==> src/rtl/ct_pkg.sv <==
package ct_pkg;

   typedef struct packed {
      logic any;
      logic multi;
   } ct_node_t;

   // number of nodes at tree level lvl for n leaves (ceiling halving)
   function automatic int ct_width(input int n, input int lvl);
      return (n + (1 << lvl) - 1) >> lvl;
   endfunction

   function automatic ct_node_t ct_merge(input ct_node_t a, input ct_node_t b);
      ct_node_t r;
      r.any   = a.any | b.any;
      r.multi = a.multi | b.multi | (a.any & b.any);
      return r;
   endfunction

endpackage

==> src/rtl/ct_chan_front.sv <==
module ct_chan_front #(
   parameter int SYNC_STAGES = 2,
   parameter int WINDOW      = 4
) (
   input  logic clk,
   input  logic rst,
   input  logic pulse_i,
   output logic active_o
);
   localparam int CW = $clog2(WINDOW + 1);

   logic [SYNC_STAGES-1:0] sync_q;
   logic                   last_q;
   logic [CW-1:0]          cnt_q;
   logic                   rise;

   assign rise     = sync_q[SYNC_STAGES-1] & ~last_q;
   assign active_o = (cnt_q != '0);

   always_ff @(posedge clk) begin
      if (rst) begin
         sync_q <= '0;
         last_q <= 1'b0;
         cnt_q  <= '0;
      end else begin
         sync_q <= {sync_q[SYNC_STAGES-2:0], pulse_i};
         last_q <= sync_q[SYNC_STAGES-1];
         if (rise)
            cnt_q <= CW'(WINDOW);
         else if (cnt_q != '0)
            cnt_q <= cnt_q - 1'b1;
      end
   end

   // an edge event always opens the window on the next cycle
   p_rise_sets_flag_r2: assert property (@(posedge clk) disable iff (rst)
      rise |=> active_o);

   // edge events are never back to back, so a held level counts once
   p_single_event_r8: assert property (@(posedge clk) disable iff (rst)
      rise |=> !rise);

endmodule

==> src/rtl/ct_pair_tree.sv <==
module ct_pair_tree
   import ct_pkg::*;
#(
   parameter int NUM_CH = 100
) (
   input  logic [NUM_CH-1:0] flags_i,
   output logic              any_o,
   output logic              multi_o
);
   localparam int LEVELS = (NUM_CH > 1) ? $clog2(NUM_CH) : 1;

   ct_node_t lvl [LEVELS+1][NUM_CH];

   for (genvar i = 0; i < NUM_CH; i++) begin : g_leaf
      assign lvl[0][i] = '{any: flags_i[i], multi: 1'b0};
   end

   for (genvar l = 0; l < LEVELS; l++) begin : g_level
      for (genvar i = 0; i < NUM_CH; i++) begin : g_node
         if (i >= ct_width(NUM_CH, l + 1)) begin : g_unused
            assign lvl[l+1][i] = '0;
         end else if (2 * i + 1 < ct_width(NUM_CH, l)) begin : g_pair
            assign lvl[l+1][i] = ct_merge(lvl[l][2*i], lvl[l][2*i+1]);
         end else begin : g_pass
            assign lvl[l+1][i] = lvl[l][2*i];
         end
      end
   end

   assign any_o   = lvl[LEVELS][0].any;
   assign multi_o = lvl[LEVELS][0].multi;

endmodule

==> src/rtl/ct_fire_ctl.sv <==
module ct_fire_ctl #(
   parameter int HOLDOFF       = 16,
   parameter bit REPORT_SINGLE = 1'b1
) (
   input  logic clk,
   input  logic rst,
   input  logic any_i,
   input  logic multi_i,
   output logic trig_o,
   output logic single_o
);
   localparam int HW = $clog2(HOLDOFF + 1);

   logic [HW-1:0] hold_q;
   logic          fire;

   assign fire = multi_i && (hold_q == '0);

   always_ff @(posedge clk) begin
      if (rst) begin
         trig_o <= 1'b0;
         hold_q <= '0;
      end else begin
         trig_o <= fire;
         if (fire)
            hold_q <= HW'(HOLDOFF);
         else if (hold_q != '0)
            hold_q <= hold_q - 1'b1;
      end
   end

   if (REPORT_SINGLE) begin : g_single
      always_ff @(posedge clk) begin
         if (rst) single_o <= 1'b0;
         else     single_o <= any_i & ~multi_i;
      end
   end else begin : g_no_single
      assign single_o = 1'b0;
   end

   // trigger is one clock wide
   p_one_cycle_r6: assert property (@(posedge clk) disable iff (rst)
      trig_o |=> !trig_o);

   // a running holdoff blocks the next trigger
   p_holdoff_r7: assert property (@(posedge clk) disable iff (rst)
      (hold_q != '0) |=> !trig_o);

endmodule

==> src/rtl/coinc_trigger.sv <==
module coinc_trigger #(
   parameter int NUM_CH        = 100,
   parameter int SYNC_STAGES   = 2,
   parameter int WINDOW        = 4,
   parameter int HOLDOFF       = 16,
   parameter bit REPORT_SINGLE = 1'b1
) (
   input  logic              clk,
   input  logic              rst,
   input  logic [NUM_CH-1:0] pulse_i,
   output logic              trig_o,
   output logic              single_o
);
   if (NUM_CH < 2)          begin : g_chk_ch   $error("NUM_CH must be at least 2"); end
   if (SYNC_STAGES < 2)     begin : g_chk_sync $error("SYNC_STAGES must be at least 2"); end
   if (WINDOW < 1)          begin : g_chk_win  $error("WINDOW must be at least 1"); end
   if (HOLDOFF < WINDOW)    begin : g_chk_hold $error("HOLDOFF must cover WINDOW"); end

   logic [NUM_CH-1:0] flags;
   logic              any_act;
   logic              multi_act;

   for (genvar c = 0; c < NUM_CH; c++) begin : g_chan
      ct_chan_front #(
         .SYNC_STAGES (SYNC_STAGES),
         .WINDOW      (WINDOW)
      ) u_front (
         .clk      (clk),
         .rst      (rst),
         .pulse_i  (pulse_i[c]),
         .active_o (flags[c])
      );
   end

   ct_pair_tree #(
      .NUM_CH (NUM_CH)
   ) u_tree (
      .flags_i (flags),
      .any_o   (any_act),
      .multi_o (multi_act)
   );

   ct_fire_ctl #(
      .HOLDOFF       (HOLDOFF),
      .REPORT_SINGLE (REPORT_SINGLE)
   ) u_ctl (
      .clk      (clk),
      .rst      (rst),
      .any_i    (any_act),
      .multi_i  (multi_act),
      .trig_o   (trig_o),
      .single_o (single_o)
   );

   // tree's at-least-two result matches a population count of the flags
   p_tree_count_r3: assert property (@(posedge clk) disable iff (rst)
      multi_act == ($countones(flags) >= 2));

   // tree's any result matches the flag bank
   p_tree_any_r2: assert property (@(posedge clk) disable iff (rst)
      any_act == (flags != '0));

   // every trigger follows a cycle with a coincidence
   p_trig_cause_r3: assert property (@(posedge clk) disable iff (rst)
      trig_o |-> $past(multi_act));

   // single-hit report never coincides with a trigger
   p_excl_r10: assert property (@(posedge clk) disable iff (rst)
      !(trig_o && single_o));

endmodule

==> config.mk <==
export PLATFORM = sky130hd
export DESIGN_NAME = coinc_trigger
export DESIGN_NICKNAME = d
export VERILOG_FILES = /design/src/rtl/ct_pkg.sv /design/src/rtl/ct_chan_front.sv /design/src/rtl/ct_pair_tree.sv /design/src/rtl/ct_fire_ctl.sv /design/src/rtl/coinc_trigger.sv
export SDC_FILE = /design/constraint.sdc
export NUM_CORES = 1
export LEC_CHECK = 0
export BUFFER_PORTS_ARGS = -buffer_cell sky130_fd_sc_hd__buf_4
export CORE_ASPECT_RATIO = 0.6
export CORE_MARGIN = 2
export CORE_UTILIZATION = 31
export CTS_BUF_LIST = sky130_fd_sc_hd__clkbuf_2 sky130_fd_sc_hd__clkbuf_4 sky130_fd_sc_hd__clkbuf_8
export CTS_CLUSTER_DIAMETER = 50
export CTS_CLUSTER_SIZE = 24
export DETAILED_ROUTE_END_ITERATION = 8
export GPL_ROUTABILITY_DRIVEN = 1
export GPL_TIMING_DRIVEN = 0
export SYNTH_ARGS = -nofsm -noshare
export SYNTH_HDL_FRONTEND = slang
export SYNTH_SLANG_ARGS = --single-unit
==> constraint.sdc <==
create_clock -name clk -period 2.49 [get_ports clk]
set_clock_uncertainty 0.1 [all_clocks]
set_input_delay 0 -clock clk [delete_from_list [all_inputs] [get_ports clk]]
set_output_delay 0 -clock clk [all_outputs]
set_load 0.02 [all_outputs]
==> metrics.md <==
| Metric | Value |
|---|---|
| Wire per inst | `~14 um` |
| Most common cell after layout, fill and taps aside | `dfxtp_1` |
| Crit-path max FO | `4` |
| Synth warn | `0` |
| Avg Cell Area, Syn | `9.262 um^2` |
| Top-Level Pins | `104` |
| Cells after Synth | `approximately 2900` |
| Synth cell types | `about 50` |
| Post-DP HPWL | `about 42000 um` |
| Fraction of registers with async set/reset | `0%` |
| Initial cell density of the core | `between 30% and 40%` |
| Status | `finished with violations` |
| Critical Path RT | `a little under 3000 ps` |
| DRT iter0 DRCs | `about 1300` |
| Die Wd | `around 380 um` |
| Failing checks | `negative setup slack` |
| Total of max-cap violations | `0` |
| Hold slack final | `41.49 ps` |
| Total track usage | `13.89%` |
| Vias per inst | `around 4.3` |
| Leak Pwr | `about 15 nW` |
| Row count | `83` |
| Post-route minimum period | `roughly 2900 ps` |
| Overflow after GRT | `0` |
| Drt first pass iters | `5` |
| Period utilization | `115.3%` |
| Setup Crit Path Kind | `register to register` |
| Worst vdd ir | `roughly 0.49 mV` |
| Post-route DRC | `0` |
| Antenna violations before repair | `4` |
| Final setup fails | `5` |
| RSZ-0062 raised after global routing | `true` |
| Post-route ant nets | `0` |
| Via count | `between 15000 and 20000` |
| Synth Area in XOR/XNOR | `around 3.3%` |
| Most frequent cells in the layout | `dfxtp_1 (526), nor2b_1 (498), inv_1 (364), buf_4 (289), nor2_1 (211)` |
| Synthesized cell area | `26670 um^2` |
| CTS Sinks | `607` |
| Core area | `about 85000 um^2` |
| CTS tree | `yes` |
| Worst skew pair latency | `about 690 ps` |
| Yosys reg bits | `about 610` |
| Tightest Pin Transition | `approximately 1100 ps` |
| CTS Buf Count | `42` |
| Vias in the first global route | `18383` |
| Slew Viols, Final | `0` |
| Prevailing post-synth register cell | `dfxtp_1` |
| Gp weighted congestion | `0.9025` |
| Final wirelength | `63500 um` |
| Post-synth EDFFs | `0` |
| Max Freq | `around 0.35 GHz` |
| Final core utilization | `between 40 and 50%` |
| First-pass GRT wire length | `~98000 um` |
| Crit start category | `register` |
| Worst setup slack after layout | `-381.9 ps` |
| # fillers | `~8300` |
| Crit-path slowest cell | `a2111oi_4` |
| Post-Synth Simple-Gate Area | `between 20% and 30%` |
| Final Net Count | `around 3800` |
| Largest net degree at the start of global routing | `25` |
| Final-report hold violation count | `0` |
| Worst-path clk slew | `~130 ps` |
| DIE AREA | `88480 um^2` |
| CTS root buffer | `clkbuf_8` |
| Worst hold path type | `input pin to register` |
| Worst Setup End Kind | `register` |
| Net count of the mapped netlist | `between 3000 and 4000` |
| H-tree depth reported by CTS | `2` |
| Area delta synth->final | `31.37%` |
| Clock Tree Buf Depth | `3` |
| Synth Area in Adders | `around 14%` |
| Number of port buffers | `just over 100` |
| Die H | `231.2 um` |
| Share of cells above drive strength 1 | `21.43%` |
| Seq/Total Area, Yosys | `45.56%` |
| Most frequent CP cell | `nand4_1` |
| Post-synthesis mux area share | `0%` |
| Data arrival time of the worst path | `3320 ps` |
| Critical-path cell list | `inv_1 > ha_4 > ha_2 > buf_6 > nand4_1 > a222oi_1 > nand3_1 > nor3_2 > nand4_1 > a2111oi_4` |
| Slew HR | `a little over a quarter` |
| Critical Path Max Stage Delay | `roughly 540 ps` |
| Synth Area in Compound Gates | `under 10%` |
| Largest family of logic cells by synthesized area | `simple AND/OR/NAND/NOR gates` |
| PwrDens | `between 1000 and 1500 nW/um^2` |
[cell families after synthesis]
logic type	count (synthesis)
xor+xnor	102
fa+ha+maj	303
simple gates	1013
buf+inv	569
compound gates	286
flops	607
[where the power goes]
part	total, W	switching, W	internal [W]
Clock	0.00595	0.00378	0.00217
Combinational	0.0223	0.0115	0.0107
Sequential	0.0128	0.00106	0.0117
[cell type report]
cell class / count / area, um^2 / share of cell area (%)
clock buffer: 46 / 626.9 / 1.789
sequential: 607 / 12250 / 34.97
multi-input combinational: 1704 / 13450 / 38.38
antenna: 1 / 2.502 / 0.007141
timing repair buffer: 479 / 4115 / 11.74
clock inverter: 29 / 397.9 / 1.135
tap: 1147 / 1435 / 4.096
buffer: 161 / 1249 / 3.564
inverter: 403 / 1513 / 4.317
[synth_stat cells, types with 3 or more instances]
library cell | n | area share [%]
nor2b_1 | 498 | 12
nor2_1 | 215 | 3.0
nor4_1 | 17 | 0.40
inv_1 | 403 | 5.7
ha_1 | 301 | 14
a21oi_1 | 106 | 2.0
a22oi_1 | 25 | 0.70
o211ai_1 | 6 | 0.17
nand2_1 | 12 | 0.17
nand3_1 | 7 | 0.13
buf_4 | 31 | 0.87
dfxtp_1 | 607 | 46
nand4_1 | 28 | 0.66
clkbuf_1 | 69 | 0.97
or3_1 | 3 | 0.070
buf_6 | 8 | 0.34
nor3_1 | 210 | 3.9
buf_2 | 57 | 1.1
xor2_1 | 100 | 3.3
nand4_2 | 3 | 0.14
o22ai_1 | 32 | 0.75
a211oi_1 | 103 | 2.9
o21ai_0 | 4 | 0.075
[critical path, delay by kind of cell, from the launching register on]
| kind | cells | cell delay (ps) |
|---|---|---|
| AO/OA/AOI/OAI | 2 | 970 |
| adder cells (fa/ha/maj) | 2 | 310 |
| buffers and inverters | 2 | 190 |
| AND/OR/NAND/NOR | 4 | 820 |
| flip-flops | 1 | 340 |
[path summary, 6_finish.rpt]
kind,startpoint,endpoint,slack [ps],cells after the start
worst min register to register,g_chan[43].u_front.sync_q[0]$_SDFF_PP0_,g_chan[43].u_front.sync_q[1]$_SDFF_PP0_,320,1
worst min-delay path,pulse_i[43],g_chan[43].u_front.sync_q[0]$_SDFF_PP0_,40,3
worst max-delay path,g_chan[94].u_front.cnt_q[1]$_SDFFE_PP0P_,u_ctl.single_o$_SDFF_PP0_,-380,10
worst max register to register,g_chan[94].u_front.cnt_q[1]$_SDFFE_PP0P_,u_ctl.single_o$_SDFF_PP0_,-380,10
[state kept, by name, summed over array words and instances, names as in the netlist]
name                   count
g_chan.u_front.cnt_q     300
g_chan.u_front.last_q    100
g_chan.u_front.sync_q    200
u_ctl.hold_q               5
u_ctl.single_o             1
u_ctl.trig_o               1
[repair_timing]
item | in CTS | in global routing
endpoints found under the setup margin | 5 | 5
gates resized for setup | 245 | 262
pin swaps | 66 | 65
hold buffers | 194 | 0
setup buffers | 94 | 90
hold endpoints to repair | 104 | 0
[layer usage]
| metal | GRT usage (%) | share of wire, % | vias up |
|---|---|---|---|
| met3 | 2.698 | 5.7 | 118 |
| met2 | 20.58 | 41 | 417 |
| met1 | 20.44 | 51 | 9192 |
| met4 | 3.519 | 2.3 | 4 |
| li1 | - | - | 10133 |
| met5 | 0 | 0.031 | - |
[metrics by stage]
step	cells	total power (W)	setup TNS (ps)	setup WS (ps)	area, um^2
6_report	4577	0.04100	-883.4	-381.9	35040
5_1_grt	4576	0.04417	-1637	-417.1	35040
4_1_cts	4489	0.03759	-481.8	-233.2	33460
3_5_place_dp	4129	0.02810	-2172	-814.9	28880
3_3_place_gp	4129	0.02770	-1832	-745.6	28880
2_1_floorplan	2880	0.02439	0	190.9	26670
(Power assumes the default switching activity.)
